## src/rtl/prio_irq_ctrl.sv

```systemverilog
module prio_irq_ctrl #(
  parameter int N_SRC = 32,
  parameter int PW    = 4,
  parameter int N_SW  = 8,
  parameter int DW    = 32,
  localparam int AW     = $clog2(N_SRC) + 1,
  localparam int LEVELS = 1 << PW,
  localparam int SPW    = $clog2(LEVELS + 1),
  localparam int IW     = $clog2(N_SRC + 1)
) (
  input  logic             clk,
  input  logic             rst_n,
  input  logic [N_SRC-1:0] src_req,
  input  logic             reg_wr,
  input  logic             reg_rd,
  input  logic [AW-1:0]    reg_addr,
  input  logic [DW-1:0]    reg_wdata,
  output logic [DW-1:0]    reg_rdata,
  output logic             irq
);
  localparam logic [AW-1:0] A_CUR = AW'(0);
  localparam logic [AW-1:0] A_ACK = AW'(1);
  localparam logic [AW-1:0] A_EOI = AW'(2);
  localparam logic [AW-1:0] A_SW  = AW'(3);

  logic [PW-1:0]    prio_q [N_SRC];
  logic [PW-1:0]    stk_q  [LEVELS];
  logic [PW-1:0]    cur_q;
  logic [SPW-1:0]   sp_q;
  logic [N_SW-1:0]  sw_q;
  logic [N_SRC-1:0] pend;
  logic [PW-1:0]    win_prio;
  logic [IW-1:0]    win_idx;
  logic [SPW-1:0]   sp_dec;
  logic             sel_prio, prio_ok, ack_fire, eoi_fire;
  logic [AW-2:0]    pidx;

  assign pend     = {src_req[N_SRC-1:N_SW], sw_q};
  assign sel_prio = reg_addr[AW-1];
  assign pidx     = reg_addr[AW-2:0];
  assign prio_ok  = sel_prio && (int'(pidx) < N_SRC);
  assign irq      = win_prio > cur_q;
  assign ack_fire = reg_rd && !sel_prio && reg_addr == A_ACK && irq && sp_q != SPW'(LEVELS);
  assign eoi_fire = reg_wr && !sel_prio && reg_addr == A_EOI && sp_q != '0;
  assign sp_dec   = sp_q - 1'b1;

  always_comb begin
    win_prio = '0;
    win_idx  = IW'(N_SRC);
    for (int i = 0; i < N_SRC; i++)
      if (pend[i] && prio_q[i] > win_prio) begin
        win_prio = prio_q[i];
        win_idx  = IW'(i);
      end
  end

  always_comb begin
    reg_rdata = '0;
    if (prio_ok)                reg_rdata = DW'(prio_q[pidx]);
    else if (reg_addr == A_CUR) reg_rdata = DW'(cur_q);
    else if (reg_addr == A_ACK) reg_rdata = ack_fire ? DW'(win_idx) : DW'(N_SRC);
    else if (reg_addr == A_SW)  reg_rdata = DW'(sw_q);
  end

  always_ff @(posedge clk or negedge rst_n) begin
    if (!rst_n) begin
      cur_q <= '0;
      sp_q  <= '0;
      sw_q  <= '0;
      for (int i = 0; i < N_SRC; i++) prio_q[i] <= '0;
      for (int i = 0; i < LEVELS; i++) stk_q[i] <= '0;
    end else begin
      if (ack_fire) begin
        stk_q[sp_q[PW-1:0]] <= cur_q;
        sp_q  <= sp_q + 1'b1;
        cur_q <= win_prio;
      end else if (eoi_fire) begin
        sp_q  <= sp_dec;
        cur_q <= stk_q[sp_dec[PW-1:0]];
      end else if (reg_wr && !sel_prio && reg_addr == A_CUR) begin
        cur_q <= reg_wdata[PW-1:0];
      end
      if (reg_wr && !sel_prio && reg_addr == A_SW)
        sw_q <= (sw_q & ~reg_wdata[N_SW+7:8]) | reg_wdata[N_SW-1:0];
      if (reg_wr && prio_ok)
        prio_q[pidx] <= reg_wdata[PW-1:0];
    end
  end
endmodule

```

## config.mk

```make
export PLATFORM = sky130hd
export DESIGN_NAME = prio_irq_ctrl
export DESIGN_NICKNAME = d
export VERILOG_FILES = /design/src/rtl/prio_irq_ctrl.sv
export SDC_FILE = /design/constraint.sdc
export NUM_CORES = 1
export LEC_CHECK = 0
export CELL_PAD_IN_SITES_DETAIL_PLACEMENT = 1
export CELL_PAD_IN_SITES_GLOBAL_PLACEMENT = 2
export CORE_ASPECT_RATIO = 1.2
export CORE_MARGIN = 2
export CORE_UTILIZATION = 41
export CTS_CLUSTER_DIAMETER = 40
export DETAILED_ROUTE_END_ITERATION = 10
export DONT_BUFFER_PORTS = 1
export PLACE_DENSITY_LB_ADDON = 0.08
export SYNTH_ARGS = -nofsm -noshare
export SYNTH_HDL_FRONTEND = slang
export SYNTH_SLANG_ARGS = --single-unit
```

## constraint.sdc

```tcl
create_clock -name clk -period 70 [get_ports clk]
set_clock_uncertainty 0.1 [all_clocks]
set_input_delay 3.5 -clock clk [delete_from_list [all_inputs] [get_ports clk]]
set_output_delay 3.5 -clock clk [all_outputs]
set_load 0.01 [all_outputs]
```

==> flow_metrics.py <==
metrics = {
    "global_routing": {
        "grt_usage": 0.247,
        "overflow": 0,
        "grt_max_degree": 210,
        "antenna_found_initial": 0,
        "grt_pass1_vias": 15600,
        "grt_first_pass_wirelength_mm": 86.5,
    },
    "critical_path": {
        "worst_ep_required_time_ns": 66.40,
        "slowest_delay_ns": 0.72,
        "crit_type": "register to primary output",
        "slowest_stage": "a221oi_1",
        "critPathCaptureType": "primary output",
        "startpoint_type": "register",
        "cp.arrival_ns": 57.64,
        "cp_common_cell": "ha_1",
        "path_max_fanout": 13,
    },
    "floorplanning": {
        "io_pins": 107,
        "dieArea_um2": 44000,
        "die_y_um": 229,
        "core_area_um2": 41800,
        "start_util": 0.416,
        "die_w_um": 192,
        "rows": 82,
    },
    "route": {
        "drc_errors": 0,
        "antenna_left": 0,
        "viasPerCell": 5.93,
        "num_vias": 14500,
        "dr.pass1.iters": 4,
        "wl_per_cell_um": 21.6,
        "drt_wl_total_mm": 53.1,
        "drt_iter0_drc": 601,
    },
    "synthesis": {
        "synth_edf_count": 0,
        "synth_seq_area_share": 0.301,
        "ys_ff_latch": 209,
        "ys.flop_type": "dfrtp_1",
        "async_reset_ff_frac": 1.00,
        "syn_inst": 1922,
        "syn_area_um2": 17400,
        "avgSynthCellArea_um2": 9.04,
        "ys_warn_count": 0,
        "synth.distinct_cells": 109,
    },
    "clock_tree": {
        "ctsLongestPathBuffers": 3,
        "cts_tree": "done",
        "cts_setup_buffers": 0,
        "clock_latency_ns": 0.53,
        "cts_root_buffer": "clkbuf_16",
        "numCtsBuffers": 35,
        "cts_htree_levels": 2,
        "cts.sinks": 209,
        "clkTransAtPathRegs_ns": 0.05,
        "cts_resized": 0,
        "ctsHoldBuffers": 0,
    },
    "placed_design": {
        "dp_hpwl_mm": 39.9,
        "io_buffers": 0,
        "place_congestion": 0.856,
    },
    "sta": {
        "fmax_mhz": 16.3,
        "min_period_ns": 61.24,
        "slew_headroom": 0.242,
        "post-route-period-util": 0.875,
        "worst_pin_slew_ns": 1.11,
        "maxSlewViolCount": 0,
        "fin_tns_setup_ns": 0,
        "final-setup-viol-count": 0,
        "rsz0062_at_grt": "false",
        "hold_violations": 0,
    },
    "cells_and_area": {
        "antennaDiodeCount": 0,
        "fin_nets": 2060,
        "drive_above_1_share": 0.167,
        "areaGrowthSynthToFinish_pct": 8.47,
    },
    "run_status": {
        "outcome": "finished clean",
    },
    "hold_path": {
        "min_path_type": "register to register",
    },
    "job": {
        "cap_viol_max_count": 0,
    },
}
## stage by stage
step | worst slack, ns | hold WS, ns | utilization | area (um^2) | std cells
6_report | 8.76 | 0.378 | 0.451 | 18800 | 2455
5_1_grt | 3.13 | 0.405 | 0.451 | 18800 | 2455
4_1_cts | 8.37 | 0.383 | 0.451 | 18800 | 2455
3_5_place_dp | 9.24 | 0.370 | 0.423 | 17700 | 2394
3_3_place_gp | 9.93 | 0.357 | 0.423 | 17700 | 2394
2_1_floorplan | 17.53 | 0.345 | - | 17500 | 1945
## final cells by class
class | instances | area [um^2]
fillers | 4794 | 22900
flip-flops and latches | 209 | 5230
multi-input cells | 1499 | 11200
well taps | 546 | 683
inverters | 137 | 514
clock buffers | 43 | 966
repair buffers | 3 | 22.5
clock inverters | 18 | 195
## Yosys cell counts, types with 19 or more instances
library cell,instances,area share
a21o_1,34,0.015
a21oi_1,85,0.024
a31oi_1,23,0.0083
and2_1,25,0.0090
and3_1,26,0.0094
buf_4,25,0.011
clkbuf_1,62,0.013
dfrtp_1,209,0.30
ha_1,101,0.073
inv_1,137,0.030
mux2_2,145,0.094
mux2i_1,20,0.012
mux4_2,52,0.067
nand2_1,215,0.046
nand2b_1,25,0.0090
nand3_1,60,0.017
nand4_1,24,0.0086
nor2_1,110,0.024
nor2b_1,19,0.0068
nor3_1,20,0.0058
o211ai_1,27,0.012
o21a_1,27,0.012
o21ai_0,152,0.044
xnor2_1,23,0.012
## path summary, 6_finish.rpt
| kind | from | to | slack [ns] | cells after the start |
|---|---|---|---|---|
| min in group asynchronous | rst_n | stk_q[27]$_DFFE_PN0P_ | 2.57 | 0 |
| max reg2reg | sw_q[0]$_DFFE_PN0P_ | stk_q[39]$_DFFE_PN0P_ | 12.26 | 266 |
| max | sw_q[0]$_DFFE_PN0P_ | reg_rdata[0] | 8.76 | 264 |
| min reg2reg | stk_q[21]$_DFFE_PN0P_ | stk_q[21]$_DFFE_PN0P_ | 0.38 | 2 |
| max in group asynchronous | rst_n | sw_q[2]$_DFFE_PN0P_ | 66.73 | 0 |
| min | stk_q[21]$_DFFE_PN0P_ | stk_q[21]$_DFFE_PN0P_ | 0.38 | 2 |
## sequential cells by signal, indices dropped and copies added, names as in the netlist
register,flops
stk_q,64
prio_q,128
sw_q,8
cur_q,4
sp_q,5
## worst max-delay path, delay by kind of cell, from the launching register on
family / cells / cell delay (ns)
compound gates: 117 / 25.80
fa+ha+maj: 33 / 9.36
buf+inv: 23 / 1.79
flops: 1 / 0.51
mux: 18 / 5.89
simple gates: 73 / 13.67
## routing by layer
metal  GRT usage  wire length [um]  vias to the layer above
li1            -                 -                     6971
met1       0.310             23000                     7352
met2       0.447             27400                      169
met3      0.0354              1810                       55
met4      0.0526               880                        0
met5           0                 0                        -
## kinds of logic after synthesis
kind of cell               after synthesis  synth area share
DFF                                    209             0.301
adders and majority gates              103            0.0739
other                                    1          0.000216
muxes                                  222             0.177
buffers and inverters                  237            0.0574
xor gates and xnor gates                28            0.0141
and+or+nand+nor                        590             0.165
AOI/OAI and AO/OA                      532             0.212
## layout by cell type, fill, tap and decap left out, types with 20 or more instances in the layout
master     count
nand2_1      215
dfrtp_1      209
o21ai_0      152
mux2_2       145
inv_1        137
nor2_1       110
ha_1         101
a21oi_1       85
nand3_1       60
mux4_2        52
clkbuf_16     35
a21o_1        34
o21a_1        27
o211ai_1      27
and3_1        26
nand2b_1      25
and2_1        25
nand4_1       24
conb_1        24
a31oi_1       23
xnor2_1       23
nor3_1        20
mux2i_1       20
Power is not shown: default switching activity piles up to over one toggle a cycle in this logic, so the estimate is an artifact.
